$ cat config.mk
export PLATFORM = sky130hd
export DESIGN_NAME = rrm_arbmux
export DESIGN_NICKNAME = d
export VERILOG_FILES = /design/src/rtl/rrm_pkg.sv /design/src/rtl/rrm_node.sv /design/src/rtl/rrm_tree.sv /design/src/rtl/rrm_prio.sv /design/src/rtl/rrm_arbmux.sv
export SDC_FILE = /design/constraint.sdc
export NUM_CORES = 1
export LEC_CHECK = 0
export BUFFER_PORTS_ARGS = -buffer_cell sky130_fd_sc_hd__buf_2
export CAP_MARGIN = 30
export CORE_MARGIN = 2
export CORE_UTILIZATION = 45
export DETAILED_ROUTE_END_ITERATION = 6
export HOLD_SLACK_MARGIN = 0.03
export PLACE_DENSITY = 0.86
export SYNTH_ARGS = -nofsm -noshare
export SYNTH_HDL_FRONTEND = slang
export SYNTH_HIERARCHICAL = 1
export SYNTH_SLANG_ARGS = --single-unit
$ cat constraint.sdc
create_clock -name clk -period 12.05 [get_ports clk]
set_clock_uncertainty 0.2 [all_clocks]
set_input_delay 2.41 -clock clk [delete_from_list [all_inputs] [get_ports clk]]
set_output_delay 2.41 -clock clk [all_outputs]
set_load 0.03 [all_outputs]
$ cat src/rtl/rrm_pkg.sv
package rrm_pkg;
    // Two-bit symbol: {request, priority}
    typedef logic [1:0] sym_t;
    localparam sym_t SYM_IDLE_LO = 2'd0;
    localparam sym_t SYM_ACT_LO  = 2'd2;

    function automatic sym_t make_sym(input logic r, input logic p);
        return {r, p};
    endfunction
endpackage

$ cat src/rtl/rrm_node.sv
module rrm_node
    import rrm_pkg::*;
#(
    parameter int W = 8
) (
    input  sym_t         sym_l,
    input  sym_t         sym_r,
    input  logic [W-1:0] dat_l,
    input  logic [W-1:0] dat_r,
    output sym_t         sym_o,
    output logic [W-1:0] dat_o,
    output logic         pick_l
);
    // Left wins only when strictly larger; a tie points right.
    always_comb begin
        pick_l = (sym_l > sym_r);
        sym_o  = pick_l ? sym_l : sym_r;
        dat_o  = pick_l ? dat_l : dat_r;
    end
endmodule

$ cat src/rtl/rrm_tree.sv
module rrm_tree
    import rrm_pkg::*;
#(
    parameter int N = 8,
    parameter int W = 8
) (
    input  logic [N-1:0]   req,
    input  logic [N-1:0]   prio,
    input  logic [N*W-1:0] data_in,
    output logic [N-1:0]   spec_grant,
    output sym_t           root_sym,
    output logic [W-1:0]   root_dat
);
    localparam int LV = $clog2(N);
    localparam int NP = 1 << LV;

    // Heap layout: node 1 is the root, leaf k sits at NP+k,
    // node n has left child 2n+1 and right child 2n.
    sym_t         sym_h  [1:2*NP-1];
    logic [W-1:0] dat_h  [1:2*NP-1];
    logic         flag_h [1:NP-1];

    for (genvar k = 0; k < NP; k++) begin : g_leaf
        if (k < N) begin : g_real
            assign sym_h[NP+k] = make_sym(req[k], prio[k]);
            assign dat_h[NP+k] = data_in[k*W +: W];
        end else begin : g_pad
            assign sym_h[NP+k] = SYM_IDLE_LO;
            assign dat_h[NP+k] = '0;
        end
    end

    for (genvar n = 1; n < NP; n++) begin : g_node
        rrm_node #(.W(W)) u_node (
            .sym_l  (sym_h[2*n+1]),
            .sym_r  (sym_h[2*n]),
            .dat_l  (dat_h[2*n+1]),
            .dat_r  (dat_h[2*n]),
            .sym_o  (sym_h[n]),
            .dat_o  (dat_h[n]),
            .pick_l (flag_h[n])
        );
    end

    // Speculative grants: each leaf keeps its bit only while every
    // ancestor's flag points toward its side.
    always_comb begin
        for (int k = 0; k < N; k++) begin
            int m;
            logic keep;
            m    = NP + k;
            keep = 1'b1;
            for (int l = 0; l < LV; l++) begin
                if (flag_h[m >> 1] != m[0]) keep = 1'b0;
                m = m >> 1;
            end
            spec_grant[k] = keep;
        end
    end

    assign root_sym = sym_h[1];
    assign root_dat = dat_h[1];
endmodule

$ cat src/rtl/rrm_prio.sv
module rrm_prio #(
    parameter int N = 8
) (
    input  logic         clk,
    input  logic         rst_n,
    input  logic [N-1:0] grant,
    input  logic         any_grant,
    output logic [N-1:0] prio
);
    logic [N-1:0] prio_nxt;

    always_comb begin
        prio_nxt = prio;
        if (any_grant) begin
            if (grant[N-1]) prio_nxt = '1;
            else            prio_nxt = ~(grant | (grant - 1'b1));
        end
    end

    always_ff @(posedge clk or negedge rst_n) begin
        if (!rst_n) prio <= '1;
        else        prio <= prio_nxt;
    end


    prio_therm_chk: assert property (@(posedge clk) disable iff (!rst_n)
        (((~prio) & ((~prio) + 1'b1)) == '0) && (prio != '0));

    prio_hold_chk: assert property (@(posedge clk) disable iff (!rst_n)
        !any_grant |=> $stable(prio));

    prio_demote_chk: assert property (@(posedge clk) disable iff (!rst_n)
        (any_grant && !grant[N-1]) |=> ((prio & $past(grant)) == '0));

    prio_wrap_chk: assert property (@(posedge clk) disable iff (!rst_n)
        (any_grant && grant[N-1]) |=> (&prio));
endmodule

$ cat src/rtl/rrm_arbmux.sv
module rrm_arbmux
    import rrm_pkg::*;
#(
    parameter int N = 8,
    parameter int W = 8
) (
    input  logic           clk,
    input  logic           rst_n,
    input  logic [N-1:0]   req,
    input  logic [N*W-1:0] data_in,
    output logic [N-1:0]   grant,
    output logic           any_grant,
    output logic [W-1:0]   data_out
);
    logic [N-1:0] prio;
    logic [N-1:0] spec_grant;
    sym_t         root_sym;
    logic [W-1:0] root_dat;

    rrm_tree #(.N(N), .W(W)) u_tree (
        .req        (req),
        .prio       (prio),
        .data_in    (data_in),
        .spec_grant (spec_grant),
        .root_sym   (root_sym),
        .root_dat   (root_dat)
    );

    always_comb begin
        any_grant = (root_sym >= SYM_ACT_LO);
        grant     = any_grant ? spec_grant : '0;
        data_out  = any_grant ? root_dat : '0;
    end

    rrm_prio #(.N(N)) u_prio (
        .clk       (clk),
        .rst_n     (rst_n),
        .grant     (grant),
        .any_grant (any_grant),
        .prio      (prio)
    );


    grant_onehot_chk: assert property (@(posedge clk) disable iff (!rst_n)
        $onehot0(grant) && ((grant & ~req) == '0));

    any_grant_chk: assert property (@(posedge clk) disable iff (!rst_n)
        any_grant == (req != '0));

    grant_present_chk: assert property (@(posedge clk) disable iff (!rst_n)
        (req != '0) |-> ($countones(grant) == 1));

    data_idle_chk: assert property (@(posedge clk) disable iff (!rst_n)
        (req == '0) |-> (data_out == '0));
endmodule

==> run metrics <==
slew of the pin with the lowest slew margin=~0.70 ns; CTS Hold Bufs=0; IO buf count=90; Fin. Hold Viols=0; maximum clock rate=roughly 120 MHz; Syn Nets=295; largest register by flop count=u_prio/prio; placed cell area=0.00233 mm^2; nature of the critical path startpoint=input pin; P per Cell Area=325 mW/mm^2; final WL=between 4 and 5 mm; overall routing resource usage=0.180; Die Span Y=67.9 um; DRC=0; largest registers=u_prio/prio: 8 flops; RSZ-0062 raised after global routing=false; Place WS=roughly 3.6 ns; worst setup margin=~3.6 ns; most common cell after layout, fill and taps aside=buf_2; fin crit share=0.703; first drt pass iteration count=4; TritonCTS Buffers=3; CTS Root Cell=clkbuf_8; vias in the first global route=1,506; met2 Use GR=0.348; most used cell, CP=inv_1; CTS Sinks=8; via count=1,642; Routed Antenna Nets=0; Tot Pwr=771 uW; hpwl dp=roughly 3.8 mm; VDD IR max=121 uV; commonest non-fill, non-tap cells in the layout=buf_2 (90), mux2_2 (42), inv_1 (37), mux2_1 (21), ha_1 (21); status=completed; Hold Path Class=reg2reg; worst-path maximum fanout=10; grt total ovfl=0; ratio of cells with drive above 1 in the final layout=0.569; first-pass GRT wire length=6.39 mm; Initial Util=0.463; Worst path slowest cell=mux2_2; worst slew margin relative to its limit=0.535; R2R Setup Slk=7.48 ns; core area=0.00397 mm^2; worst-path cell chain=buf_2 -> inv_1 -> ha_1 -> nor2_1 -> o21ai_4 -> mux2_2 -> inv_1 -> ha_1 -> nor2_1 -> o21ai_4 -> mux2_2 -> inv_1 -> ha_1 -> nor2_1 -> o21ai_4 -> inv_1 -> and3b_1 -> and2_1 -> buf_2; # diodes=0; Post-Synthesis Cell Area=0.00184 mm^2; DR WL/cell=roughly 13 um; gpl congestion=0.848; Static Leak=1.27 nW; TritonCTS clock tree=done; share of the core filled with cells=0.598; Resized cells post-CTS=0; setup TNS=0 ns; CP max stage delay=0.40 ns; clock-pin slew on the worst setup and hold paths=0.04 ns; max-slew violations=0; Max Cap Viol=0; NumNets Final=approximately 390; number of top-level pins=91; Avg Cell Area, Syn=9.19 um^2; max FFs per register=8; Synth warnings=6; DR iter-0 viols=50; post-route cell area=roughly 0.0024 mm^2; Most Crowded Layer GR=met2; CP endpoint kind=output pin; Cell Rows=23; Post-CTS Setup Inserts=0; Die Wd=67.9 um; # H-tree levels=1; initial antenna violation count=0; final-report setup violation count=0; critical path arrival=approximately 5.9 ns; synthesized instance count=200; area grow syn2layout=29.1%; grt met3 use=0.0428; Critical Path RT=9.44 ns; largest net degree at the start of global routing=32; fin crit period=approximately 8.5 ns; GR met1 Demand/Resource=0.203; Vias per Instance=4.83; die area=0.00461 mm^2; critical path class=in2out; clock buffer depth=2; worst-skew pair later-pin latency=0.23 ns
worst paths after layout:
kind	from	end	cells after the start
worst max-delay path	req[7]	grant[3]	19
max in group asynchronous	rst_n	u_prio/prio[4]	1
worst max register to register	u_prio/prio[3]	u_prio/prio[5]	19
worst min-delay path	u_prio/prio[1]	u_prio/prio[1]	2
min in group asynchronous	rst_n	u_prio/prio[3]	1
worst min register to register	u_prio/prio[1]	u_prio/prio[1]	2
through the flow:
stage | instances | hold slack (ns)
finish | 340 | 0.305
global route | 340 | 0.352
CTS | 340 | 0.306
detailed placement | 337 | 0.298
global placement | 337 | 0.288
floorplan | 200 | 0.272
per-layer routing:
layer / share of wire / vias up / routed length [um]
met5: 0 / - / 0
met4: 0.0016 / 0 / 7
met3: 0.032 / 2 / 141
met2: 0.57 / 31 / 2480
met1: 0.40 / 752 / 1760
li1: - / 857 / -
critical path: cells and delay by family:
| family | cells | cell delay, ns |
|---|---|---|
| adder cells (fa/ha/maj) | 3 | 0.57 |
| multiplexers | 2 | 0.78 |
| buffers and inverters | 6 | 0.67 |
| AND/OR/NAND/NOR | 5 | 0.61 |
| AO/OA/AOI/OAI | 3 | 0.85 |
cell type report:
cell class	instances	area, um^2
fillers	335	1600
multi-input cells	152	1470
flip-flops and latches	8	210
inverters	37	139
repair buffers	90	450
well taps	50	62.6
clock buffers	3	41.3
where the power goes:
group / switching, mW / internal, mW / total, mW
clock network: 0.00989 / 0.0216 / 0.0315
logic: 0.371 / 0.304 / 0.675
registers: 0.0105 / 0.0532 / 0.0637
Note: power is estimated with default switching activity, not from simulation.
